===== src/rtl/irqbank_pkg.sv =====
package irqbank_pkg;
    localparam int NUM_WORDS = 7;
    localparam int ADDR_W    = $clog2(NUM_WORDS + 1);

    typedef enum logic [ADDR_W-1:0] {
        OFS_MODE   = 3'd0,
        OFS_CAUSE  = 3'd1,
        OFS_MCAUSE = 3'd2,
        OFS_CSET   = 3'd3,
        OFS_MASK   = 3'd4,
        OFS_MSET   = 3'd5,
        OFS_MCLR   = 3'd6
    } word_ofs_e;
endpackage


===== src/rtl/irqbank_decode.sv =====
module irqbank_decode
    import irqbank_pkg::*;
(
    input  logic                 sel_i,
    input  logic                 we_i,
    input  logic [ADDR_W-1:0]    addr_i,
    output logic [NUM_WORDS-1:0] wr_hit_o,
    output logic [NUM_WORDS-1:0] rd_hit_o
);
    for (genvar g = 0; g < NUM_WORDS; g++) begin : g_hit
        logic match;
        always_comb begin
            match        = sel_i && (addr_i == ADDR_W'(g));
            wr_hit_o[g]  = match && we_i;
            rd_hit_o[g]  = match && !we_i;
        end
    end
endmodule


===== src/rtl/irqbank_cause.sv =====
module irqbank_cause #(
    parameter int WIDTH = 32
) (
    input  logic             clk,
    input  logic             rst_n,
    input  logic [WIDTH-1:0] wdata_i,
    input  logic [WIDTH-1:0] event_i,
    input  logic [WIDTH-1:0] mask_i,
    input  logic             mode_wr_i,
    input  logic             cause_wr_i,
    input  logic             mcause_wr_i,
    input  logic             cset_wr_i,
    input  logic             cause_rd_i,
    input  logic             mcause_rd_i,
    output logic [WIDTH-1:0] mode_o,
    output logic [WIDTH-1:0] cause_o
);
    typedef struct packed {
        logic [WIDTH-1:0] mode;
        logic [WIDTH-1:0] cause;
    } cause_st_t;

    cause_st_t st_d, st_q;
    logic [WIDTH-1:0] set_vec, clr_vec, w1c_clr, cor_clr;

    always_comb begin
        set_vec = event_i | (cset_wr_i ? wdata_i : '0);
        w1c_clr = (cause_wr_i || mcause_wr_i) ? (wdata_i & ~st_q.mode) : '0;
        cor_clr = '0;
        if (cause_rd_i)  cor_clr = st_q.cause & st_q.mode;
        if (mcause_rd_i) cor_clr = st_q.cause & ~mask_i & st_q.mode;
        clr_vec = w1c_clr | cor_clr;

        st_d       = st_q;
        st_d.cause = (st_q.cause & ~clr_vec) | set_vec;
        if (mode_wr_i) st_d.mode = wdata_i;
    end

    always_ff @(posedge clk or negedge rst_n) begin
        if (!rst_n) begin
            st_q <= '0;
        end else begin
            st_q <= st_d;
        end
    end

    assign mode_o  = st_q.mode;
    assign cause_o = st_q.cause;

    // any bit set by an event or cause-set write is held after the edge
    p_set_wins_r9: assert property (@(posedge clk) disable iff (!rst_n)
        (|set_vec) |=> ((st_q.cause & $past(set_vec)) == $past(set_vec)));

    // a write-one clears mode-0 bits that were not being set
    p_w1c_clear_r4: assert property (@(posedge clk) disable iff (!rst_n)
        (cause_wr_i || mcause_wr_i) |=>
        ((st_q.cause & $past(wdata_i & ~st_q.mode & ~set_vec)) == '0));

    // a mode-0 bit never falls without a write access to a cause word
    p_no_rd_clear_w1c_r5: assert property (@(posedge clk) disable iff (!rst_n)
        !(cause_wr_i || mcause_wr_i) |=>
        (($past(st_q.cause & ~st_q.mode) & ~st_q.cause) == '0));

    // mode word changes only on its own write
    p_mode_hold_r3: assert property (@(posedge clk) disable iff (!rst_n)
        !mode_wr_i |=> $stable(st_q.mode));
endmodule


===== src/rtl/irqbank_mask.sv =====
module irqbank_mask #(
    parameter int WIDTH = 32
) (
    input  logic             clk,
    input  logic             rst_n,
    input  logic [WIDTH-1:0] wdata_i,
    input  logic             mval_wr_i,
    input  logic             mset_wr_i,
    input  logic             mclr_wr_i,
    output logic [WIDTH-1:0] mask_o
);
    typedef struct packed {
        logic [WIDTH-1:0] mask;
    } mask_st_t;

    mask_st_t st_d, st_q;

    always_comb begin
        st_d = st_q;
        unique case (1'b1)
            mval_wr_i: st_d.mask = wdata_i;
            mset_wr_i: st_d.mask = st_q.mask | wdata_i;
            mclr_wr_i: st_d.mask = st_q.mask & ~wdata_i;
            default:   st_d.mask = st_q.mask;
        endcase
    end

    always_ff @(posedge clk or negedge rst_n) begin
        if (!rst_n) begin
            st_q.mask <= '1;
        end else begin
            st_q <= st_d;
        end
    end

    assign mask_o = st_q.mask;

    // ones written to mask-set are set afterwards
    p_mset_r8: assert property (@(posedge clk) disable iff (!rst_n)
        mset_wr_i |=> ((st_q.mask & $past(wdata_i)) == $past(wdata_i)));

    // ones written to mask-clear are clear afterwards
    p_mclr_r8: assert property (@(posedge clk) disable iff (!rst_n)
        mclr_wr_i |=> ((st_q.mask & $past(wdata_i)) == '0));

    // at most one mask strobe is active per cycle
    p_one_strobe_r8: assert property (@(posedge clk) disable iff (!rst_n)
        $onehot0({mval_wr_i, mset_wr_i, mclr_wr_i}));
endmodule


===== src/rtl/irq_cause_bank.sv =====
module irq_cause_bank
    import irqbank_pkg::*;
#(
    parameter int WIDTH = 32
) (
    input  logic             clk,
    input  logic             rst_n,
    input  logic             bus_sel,
    input  logic             bus_we,
    input  logic [2:0]       bus_addr,
    input  logic [WIDTH-1:0] bus_wdata,
    output logic [WIDTH-1:0] bus_rdata,
    input  logic [WIDTH-1:0] hw_event_i,
    output logic             irq_o
);
    logic [NUM_WORDS-1:0] wr_hit, rd_hit;
    logic [WIDTH-1:0]     mode_w, cause_w, mask_w, masked_w;
    logic [WIDTH-1:0]     view [NUM_WORDS];
    logic [WIDTH-1:0]     rd_term [NUM_WORDS];

    typedef struct packed {
        logic irq;
    } top_st_t;
    top_st_t st_d, st_q;

    irqbank_decode u_decode (
        .sel_i    (bus_sel),
        .we_i     (bus_we),
        .addr_i   (bus_addr),
        .wr_hit_o (wr_hit),
        .rd_hit_o (rd_hit)
    );

    irqbank_cause #(.WIDTH(WIDTH)) u_cause (
        .clk         (clk),
        .rst_n       (rst_n),
        .wdata_i     (bus_wdata),
        .event_i     (hw_event_i),
        .mask_i      (mask_w),
        .mode_wr_i   (wr_hit[OFS_MODE]),
        .cause_wr_i  (wr_hit[OFS_CAUSE]),
        .mcause_wr_i (wr_hit[OFS_MCAUSE]),
        .cset_wr_i   (wr_hit[OFS_CSET]),
        .cause_rd_i  (rd_hit[OFS_CAUSE]),
        .mcause_rd_i (rd_hit[OFS_MCAUSE]),
        .mode_o      (mode_w),
        .cause_o     (cause_w)
    );

    irqbank_mask #(.WIDTH(WIDTH)) u_mask (
        .clk       (clk),
        .rst_n     (rst_n),
        .wdata_i   (bus_wdata),
        .mval_wr_i (wr_hit[OFS_MASK]),
        .mset_wr_i (wr_hit[OFS_MSET]),
        .mclr_wr_i (wr_hit[OFS_MCLR]),
        .mask_o    (mask_w)
    );

    assign masked_w = cause_w & ~mask_w;

    always_comb begin
        view[OFS_MODE]   = mode_w;
        view[OFS_CAUSE]  = cause_w;
        view[OFS_MCAUSE] = masked_w;
        view[OFS_CSET]   = '0;
        view[OFS_MASK]   = mask_w;
        view[OFS_MSET]   = '0;
        view[OFS_MCLR]   = '0;
    end

    for (genvar g = 0; g < NUM_WORDS; g++) begin : g_rd
        assign rd_term[g] = rd_hit[g] ? view[g] : '0;
    end

    always_comb begin
        bus_rdata = '0;
        for (int i = 0; i < NUM_WORDS; i++) begin
            bus_rdata = bus_rdata | rd_term[i];
        end
    end

    always_comb begin
        st_d     = st_q;
        st_d.irq = |masked_w;
    end

    always_ff @(posedge clk or negedge rst_n) begin
        if (!rst_n) begin
            st_q <= '0;
        end else begin
            st_q <= st_d;
        end
    end

    assign irq_o = st_q.irq;

    // the line rises only after a visible pending cause
    p_irq_rise_r10: assert property (@(posedge clk) disable iff (!rst_n)
        $rose(irq_o) |-> $past(|(cause_w & ~mask_w)));

    // read data is zero outside a read cycle
    p_rdata_idle_r12: assert property (@(posedge clk) disable iff (!rst_n)
        !(bus_sel && !bus_we) |-> (bus_rdata == '0));
endmodule


===== config.mk =====
export PLATFORM = sky130hd
export DESIGN_NAME = irq_cause_bank
export DESIGN_NICKNAME = d
export VERILOG_FILES = /design/src/rtl/irqbank_pkg.sv /design/src/rtl/irqbank_decode.sv /design/src/rtl/irqbank_cause.sv /design/src/rtl/irqbank_mask.sv /design/src/rtl/irq_cause_bank.sv
export SDC_FILE = /design/constraint.sdc
export NUM_CORES = 1
export LEC_CHECK = 0
export BUFFER_PORTS_ARGS = -buffer_cell sky130_fd_sc_hd__buf_2
export CAP_MARGIN = 10
export CORE_ASPECT_RATIO = 1.1
export CORE_MARGIN = 10
export CORE_UTILIZATION = 24
export CTS_CLUSTER_DIAMETER = 150
export DETAILED_ROUTE_END_ITERATION = 12
export PLACE_DENSITY = 0.44
export SLEW_MARGIN = 20
export SYNTH_ARGS = -nofsm -noshare
export SYNTH_HDL_FRONTEND = slang
export SYNTH_HIERARCHICAL = 1
export SYNTH_SLANG_ARGS = --single-unit

===== constraint.sdc =====
create_clock -name clk -period 1.4 [get_ports clk]
set_input_delay 0.14 -clock clk [delete_from_list [all_inputs] [get_ports clk]]
set_output_delay 0.14 -clock clk [all_outputs]
set_load 0.02 [all_outputs]

After elaboration in Yosys (flattened, before gate mapping)
Cells that the tools add are included.
{"block": "word_totals", "inputBits": 71, "wordCells": 59, "out_inout_bits": 33, "regBits": 97}
{"block": "op_classes", "reduce_logical": 23, "muxes": 9, "n_bitwise": 17, "eq_ne": 6}
{"operator": "32-bit two-way mux", "count": 8}
{"operator": "32-bit bitwise OR", "count": 7}
{"operator": "32-bit bitwise AND", "count": 6}
{"operator": "32-bit inverter", "count": 4}
{"operator": "32-bit case mux with 3 select lines", "count": 1}
{"operator": "32-bit OR reduction", "count": 1}
{"operator": "1-bit logical AND", "count": 18}
{"operator": "3-bit == test (second input constant)", "count": 3}
{"operator": "3-bit by 2-bit == test with 1-bit output (second input constant)", "count": 2}
{"operator": "3-bit by 1-bit == test with 1-bit output (second input constant)", "count": 1}
{"operator": "3-bit zero test", "count": 1}
{"operator": "3-bit nonzero test", "count": 1}
{"operator": "1-bit zero test", "count": 1}
{"operator": "1-bit logical OR", "count": 1}

Logic depth before layout (Yosys ltp)
Gate-level depths: netlist (run 1).
{"block": "logic_depth", "ltp_word": 9, "mapped_depth": 7, "mapped_depth_nobuf": 5}

Cells and area by module
The synthesis (run 1) kept the hierarchy.
{"mod": "irqbank_cause", "cells_each": 307, "n_inst": 1, "area_per_inst_um2": 3186.8, "seq_area_each_um2": 1601.5}
{"mod": "irqbank_mask", "cells_each": 183, "n_inst": 1, "area_per_inst_um2": 2264.7, "seq_area_each_um2": 840.8}
{"mod": "irq_cause_bank", "cells_each": 194, "n_inst": 1, "area_per_inst_um2": 1036.0, "seq_area_each_um2": 25.0}
{"mod": "irqbank_decode", "cells_each": 21, "n_inst": 1, "area_per_inst_um2": 107.6, "seq_area_each_um2": 0.0}

Least setup slack after synthesis (run 1)
OpenSTA, ideal clock, no wires.
{"block": "synth_path", "kind": "in2reg", "startpoint": "input port bus_addr[0]", "endpoint": "register u_cause.st_q (netlist bit u_cause/cause_o[10])", "setup_time_ns": 0.074, "required_ns": 1.326, "t_arrival_ns": 1.708, "cell_stages": 7, "setup_slack_ns": -0.382, "n_path_buf": 2, "cell_sequence": "or3b_1 nor2_1 buf_6 clkbuf_1 nand2_1 and3_1 o21ai_2"}
{"item": "start: declaration", "line": "irq_cause_bank.sv:10", "rtl": "input logic [2:0] bus_addr,"}
{"item": "end signal: assignment", "line": "irqbank_cause.sv:43", "rtl": "st_q <= st_d;"}
{"item": "end: declaration", "line": "irqbank_cause.sv:23", "rtl": "cause_st_t st_d, st_q;"}

Worst setup path in the final report (run 1)
{"block": "layout_path", "startpoint": "input port bus_addr[2]", "endpoint": "output port bus_rdata[19]"}
{"block": "layout_between", "elab_cells_between_ends": 19, "cone_classes": "eq/ne (3); mux (4); bitwise (3); reduce/logical (9)"}
{"item": "3-bit by 2-bit == test with 1-bit output", "line": "irqbank_decode.sv:13", "rtl": "match = sel_i && (addr_i == ADDR_W'(g));"}
{"item": "1-bit logical AND", "line": "irqbank_decode.sv:13"}
{"item": "1-bit logical AND", "line": "irqbank_decode.sv:15", "rtl": "rd_hit_o[g] = match && !we_i;"}
{"item": "net rd_hit[2]", "line": "irq_cause_bank.sv:16", "rtl": "logic [NUM_WORDS-1:0] wr_hit, rd_hit;"}
{"item": "32-bit two-way mux", "line": "irq_cause_bank.sv:73", "rtl": "assign rd_term[g] = rd_hit[g] ? view[g] : '0;"}
{"item": "32-bit bitwise OR (2 in a row)", "line": "irq_cause_bank.sv:79", "rtl": "bus_rdata = bus_rdata | rd_term[i];"}
{"item": "end: declaration", "line": "irq_cause_bank.sv:12", "rtl": "output logic [WIDTH-1:0] bus_rdata,"}
The timed path passes the listed nets, and every way through them passes these cells.

==> results by group, run 1 <==
Status
  – Status: complete, but fails checks
  – Failing checks: setup timing

Timing
  – Achievable Freq: just under 0.6 GHz
  – Worst-Margin Slew: 0.345 ns
  – Setup violations, final: about 80
  – RSZ-0062 raised after global routing: yes
  – Final worst-path cycle share: 1.21
  – Fin. max-slew vios: 0
  – Setup ws final: -0.294 ns
  – Slew margin rel.: 0.769
  – Setup Skew: 0.00809 ns
  – Final hold viol count: 0
  – Min Clock Period, post-route: 1.69 ns

Power and ir drop
  – Comb pwr share: 0.215
  – Switching portion of total power: 0.285
  – Clock power share: 0.346
  – Leakage: 0.00385 uW
  – Seq pwr share: 0.438
  – Cell Pwr Density: just over 800 mW/mm^2
  – Worst VDD drop: around 0.00047 V
  – Switch Pwr: roughly 2200 uW
  – Internal Power: approximately 5500 uW

Drt
  – DR pass1 iterations: 5
  – Detail Route Antenna Nets: 0
  – Avg WL per Cell: just under 20 um
  – Final WL: around 25 mm
  – DR iter-0 viols: about 370
  – Vias per cell: around 4.8
  – Via count: 6130
  – DRC viols: 0

Clocking
  – # clock sinks: 97
  – CTS tree: yes
  – Root Driver: clkbuf_16
  – Clock Path Buffers: 2
  – H-Tree Depth: 3
  – Skew-Pair Late Insertion Delay: roughly 0.36 ns
  – Total CTS buffers: 9
  – Clock Pin Slew Worst Setup and Hold Paths: roughly 0.06 ns

Critical path
  – Slowest stage cell on the critical path: or3b_4
  – CP max stage delay: roughly 0.44 ns
  – WP data required: approximately 1.3 ns
  – CP Cell Sequence: buf_8 -> or3b_4 -> nor2_4 -> buf_12 -> buf_8 -> a21oi_1 -> o21ai_2 -> buf_6
  – CP endpoint kind: output pin
  – Worst EP arrival: between 1.5 and 2 ns
  – Critical path origin: bus_addr[2]
  – Worst r2r dst: irq_o
  – RR Startpoint: u_mask/mask_o[9]
  – R2r setup slk: -0.12 ns
  – CP startpoint kind: input port
  – Worst reg2reg path depth: 5
  – Worst-path maximum fanout: 6
  – Most common cell on crit path: buf_8
  – Critical Path End: bus_rdata[19]
  – WS Path Type: input port to output pin

Floorplan
  – Top Ports: 104
  – Placeable Area: ~0.027 sq mm
  – Die area: 0.0345 sq mm
  – Die Height: just under 200 um
  – DIE WIDTH: 178 um
  – Starting density of the core: 0.243
  – Std-Cell Rows: 63

Logic synthesis
  – Area of the mapped netlist: around 0.0066 sq mm
  – Post-synthesis cell count: around 700
  – Average cell area after synthesis: roughly 9.4 sq um
  – Synth warnings: 6
  – Net Count, Synth: slightly below 800

GRT
  – Vias in the first global route: ~6300
  – GR Util All Layers: 0.141
  – First-pass GRT wire length: about 38 mm
  – Largest net degree at the start of global routing: 41
  – Initial antenna violation count: 1
  – Total congestion overflow: 0

Final layout
  – Final instance area: ~0.0096 sq mm
  – Post-Layout Cell Count: about 1300
  – FILL cells: ~2800
  – Final net count: a little under 1000
  – Synth-to-layout area growth: 45.2%
  – Most frequent cells in the layout: buf_2, buf_4, inv_1, dfrtp_1, o21ai_2
  – Inserted Diodes: 0
  – Share of cells above drive strength 1: 0.489

Placement
  – DP Wirelength: 18.0 mm
  – Port bufs: 103
  – RePlAce Congestion: 0.783
  – Placed Area: about 0.0083 sq mm
  – Placed Instances: 1205

Job
  – Max-Cap Viols: 0

Worst hold path
  – Hold Path Class: input port to flop
==> through the flow <==
stage / TNS [ns] / setup slack, ns / util / hold WS, ns / power (uW)
4_1_cts: -8.04 / -0.279 / 0.338 / 0.0141 / 7750
3_5_place_dp: -30.65 / -0.312 / 0.308 / 0.0708 / 4900
6_report: -9.18 / -0.294 / 0.354 / 0.0256 / 7740
5_1_grt: -12.48 / -0.340 / 0.354 / 0.0274 / 8160
3_3_place_gp: -29.92 / -0.295 / 0.308 / 0.0726 / 4890
2_1_floorplan: -1.09 / -0.0250 / - / -0.156 / 4210
==> worst min path at each step <==
stage	start	endpoint	cells past startpoint
2_1_floorplan	rst_n	irq_o	0
3_3_place_gp	rst_n	u_cause/mode_o[2]	1
3_5_place_dp	rst_n	u_cause/mode_o[2]	1
4_1_cts	hw_event_i[28]	u_cause/cause_o[28]	3
5_1_grt	hw_event_i[28]	u_cause/cause_o[28]	3
6_report	hw_event_i[28]	u_cause/cause_o[28]	3
==> worst max-delay path: cells and delay by family <==
family	cells	cell delay (ns)
buffers and inverters	4	0.53
AND/OR/NAND/NOR	2	0.62
AO/OA/AOI/OAI	2	0.26
==> power groups by stage <==
stage | Sequential (uW) | Clock [uW] | Combinational, uW
floorplan | 3390 | 0 | 820
global placement | 3430 | 0 | 1460
detailed placement | 3430 | 0 | 1470
CTS | 3380 | 2780 | 1590
global route | 3450 | 2890 | 1820
finish | 3390 | 2680 | 1670
==> layout make-up <==
class / count / area [sq um] / share of cell area
Tap cell: 357 / 447 / 0.0467
Clock buffer: 14 / 274 / 0.0287
Multi-Input combinational cell: 489 / 3880 / 0.406
Timing Repair Buffer: 244 / 2210 / 0.231
Clock inverter: 2 / 35.0 / 0.00366
Sequential cell: 97 / 2470 / 0.258
Inverter: 66 / 248 / 0.0259
==> sequential cells by signal, indices dropped and copies added (netlist names) <==
register / flops
u_mask/mask_o: 32
irq_o: 1
u_cause/cause_o: 32
u_cause/mode_o: 32
==> repair_timing <==
action,4_1_cts,5_1_grt
hold buffers,31,0
resized for setup,46,67
setup endpoints to repair,33,33
hold endpoints to repair,49,0
pin swaps,1,12
setup buffers,3,12
cloned,0,2
==> metal layers <==
| metal | up-vias | share of wire | GRT usage |
|---|---|---|---|
| li1 | 2972 | - | - |
| met1 | 3041 | 0.46 | 0.188 |
| met3 | 23 | 0.032 | 0.0218 |
| met2 | 92 | 0.49 | 0.230 |
| met5 | - | 0.00040 | 0 |
| met4 | 2 | 0.015 | 0.0379 |
No activity file was read; power rests on OpenSTA's default activity.
==> run 2: changes to the inputs <==
CTS_BUF_LIST = sky130_fd_sc_hd__clkbuf_4 sky130_fd_sc_hd__clkbuf_8   (was default)
==> run 2 against run 1 <==
Compared with the run above:
- the flow still finishes with violations (setup timing)
- setup slack better by 0.0034 ns
- cell count grew 1.3%
- global-route usage rose by 0.26 points
==> results by group, run 2 (synthesis results as in run 1) <==
GRT
  – First-pass GRT wire length: 39.0 mm (+1.9%)
  – Initial antenna violation count: 1 (unchanged)
  – GR Util All Layers: 0.144 (+0.00258)
  – Total congestion overflow: 0 (unchanged)
  – Vias in the first global route: 6475 (+3.0%)
  – Largest net degree at the start of global routing: 41 (unchanged)

Floorplan
  – Die area: 0.0345 sq mm (unchanged)
  – Std-Cell Rows: 63 (unchanged)
  – Starting density of the core: 0.243 (unchanged)
  – Top Ports: 104 (unchanged)
  – Die Height: 194 um (unchanged)
  – DIE WIDTH: 178 um (unchanged)
  – Placeable Area: 0.0270 sq mm (unchanged)

Drt
  – Met2 routed WL: 12.3 mm (+0.58%)
  – Via count: 6243 (+1.8%)
  – DRC viols: 0 (unchanged)
  – Highest routed layer: met5
  – M1 wire length: 11.3 mm (-1.8%)
  – Avg WL per Cell: 19.5 um (-0.63%)
  – Detail Route Antenna Nets: 0 (unchanged)
  – Vias per cell: 4.86 (+0.58%)
  – Wire length on met3: 956 um (+19%)
  – DR iter-0 viols: 324 (-12%)
  – DR pass1 iterations: 4 (-1)
  – Final WL: 25.0 mm (+0.62%)

Final layout
  – Final Util: 0.358 (+0.00440)
  – Final net count: 994 (+1.6%)
  – Inserted Diodes: 0 (unchanged)
  – Most common cell after layout, fill and taps aside: buf_4
  – Final instance area: 0.00968 sq mm (+1.2%)
  – Most frequent cells in the layout: buf_4, buf_2, dfrtp_1
  – Share of cells above drive strength 1: 0.509 (+0.0196)
  – Synth-to-layout area growth: 47.0%

Worst hold path
  – Hold Path Class: input port to flop
  – Hold_sp: bus_wdata[10]
  – WHS Path Cells: 3 (unchanged)
  – WHS Endpoint: u_mask/mask_o[10]

Critical path
  – Worst EP arrival: 1.55 ns (about the same)
  – WS Path Type: input port to output pin
  – R2r setup slk: -0.10 ns (+0.02 ns)
  – Worst r2r dst: irq_o
  – Worst reg2reg path depth: 5 (unchanged)
  – Worst-path maximum fanout: 11 (+5)
  – CP endpoint kind: output pin
  – RR Startpoint: u_mask/mask_o[7]
  – WP data required: 1.26 ns (about the same)
  – CP startpoint kind: input port

Timing
  – Worst-Margin Slew: 0.359 ns (+0.0140 ns)
  – Achievable Freq: 0.592 GHz (+0.20%)
  – RSZ-0062 raised after global routing: yes
  – Setup Skew: 0.00926 ns (+0.00117 ns)
  – Min Clock Period, post-route: 1.69 ns (-0.00343 ns)
  – Final hold viol count: 0 (unchanged)
  – Fin. max-slew vios: 0 (unchanged)
  – Setup violations, final: 33 (-59%)
  – Setup ws final: -0.290 ns (+0.00343 ns)
  – Slew margin rel.: 0.760 (-0.00937)
  – Final worst-path cycle share: 1.21 (-0.00245)

Clocking
  – CTS tree: yes
  – Total CTS buffers: 9 (unchanged)
  – H-Tree Depth: 3 (unchanged)
  – Root Driver: clkbuf_8
  – Skew-Pair Late Insertion Delay: 0.38 ns (+0.02 ns)
  – Clock Path Buffers: 2 (unchanged)
  – Clock Pin Slew Worst Setup and Hold Paths: 0.10 ns (+0.04 ns)
  – # clock sinks: 97 (unchanged)

Job
  – Max-Cap Viols: 0 (unchanged)

Power and ir drop
  – Worst VDD drop: 0.000375 V (-20%)
  – Cell Pwr Density: 740 mW/mm^2 (-8.6%)
  – Leakage: 0.00393 uW (+2.1%)

Placement
  – Dpl ws: -0.312 ns (unchanged)
  – Port bufs: 103 (unchanged)
  – DP Wirelength: 18.0 mm (unchanged)
  – RePlAce Congestion: 0.783 (unchanged)
  – Placed Area: 0.00834 sq mm (unchanged)

Status
  – Failing checks: setup timing
  – Status: complete, but fails checks
-- run 2: worst max path at each step --
| stage | startpoint | end | depth (start not counted) |
|---|---|---|---|
| 3_5_place_dp | bus_addr[0] | bus_rdata[31] | 7 |
| 6_report | bus_addr[0] | bus_rdata[31] | 8 |
| 3_3_place_gp | bus_addr[0] | bus_rdata[14] | 8 |
| 5_1_grt | bus_addr[0] | bus_rdata[24] | 9 |
| 2_1_floorplan | bus_addr[0] | u_cause/mode_o[11] | 5 |
| 4_1_cts | bus_addr[0] | bus_rdata[31] | 7 |
-- run 2: what timing repair did --
action	4_1_cts	5_1_grt
cloned	1	3
resized for setup	106	36
hold endpoints to repair	91	0
buffers inserted	22	7
pin swaps	6	10
setup endpoints to repair	33	36
hold buffers	32	0
-- run 2: critical path, stage by stage --
cell and delay (ns):
buf_6 0.09, or3b_4 0.43, nor3_4 0.17, buf_12 0.15, buf_12 0.15, a22oi_1 0.10
o21ai_1 0.13, buf_4 0.18
-- run 2: layout make-up --
| class | count | area [sq um] |
|---|---|---|
| tap | 357 | 447 |
| multi-input combinational | 489 | 3840 |
| clock buffer | 14 | 180 |
| timing repair buffer | 260 | 2460 |
| fill | 2791 | 17400 |
| clock inverter | 2 | 35.0 |
| inverter | 66 | 248 |
| sequential | 97 | 2470 |
-- run 2: power breakdown --
group | leakage [uW] | switching, uW | internal [uW]
Combinational | 0.00280 | 823 | 882
Sequential | 0.00102 | 241 | 3140
Clock | 0.000114 | 1060 | 1010
Total | 0.00393 | 2130 | 5040
-- run 2: layer usage --
metal	GRT usage	vias up
met5	0	-
met4	0.0397	2
met3	0.0261	31
met2	0.234	113
met1	0.190	3107
li1	-	2990
-- run 2: stage by stage --
stage	TNS (ns)	total power (uW)	std cells	hold slack, ns
2_1_floorplan	-1.09	4210	702	-0.156
6_report	-7.66	7160	1285	0.0474
3_3_place_gp	-29.92	4890	1205	0.0726
5_1_grt	-9.35	7600	1285	0.0437
3_5_place_dp	-30.65	4900	1205	0.0708
4_1_cts	-7.67	7230	1275	0.0200
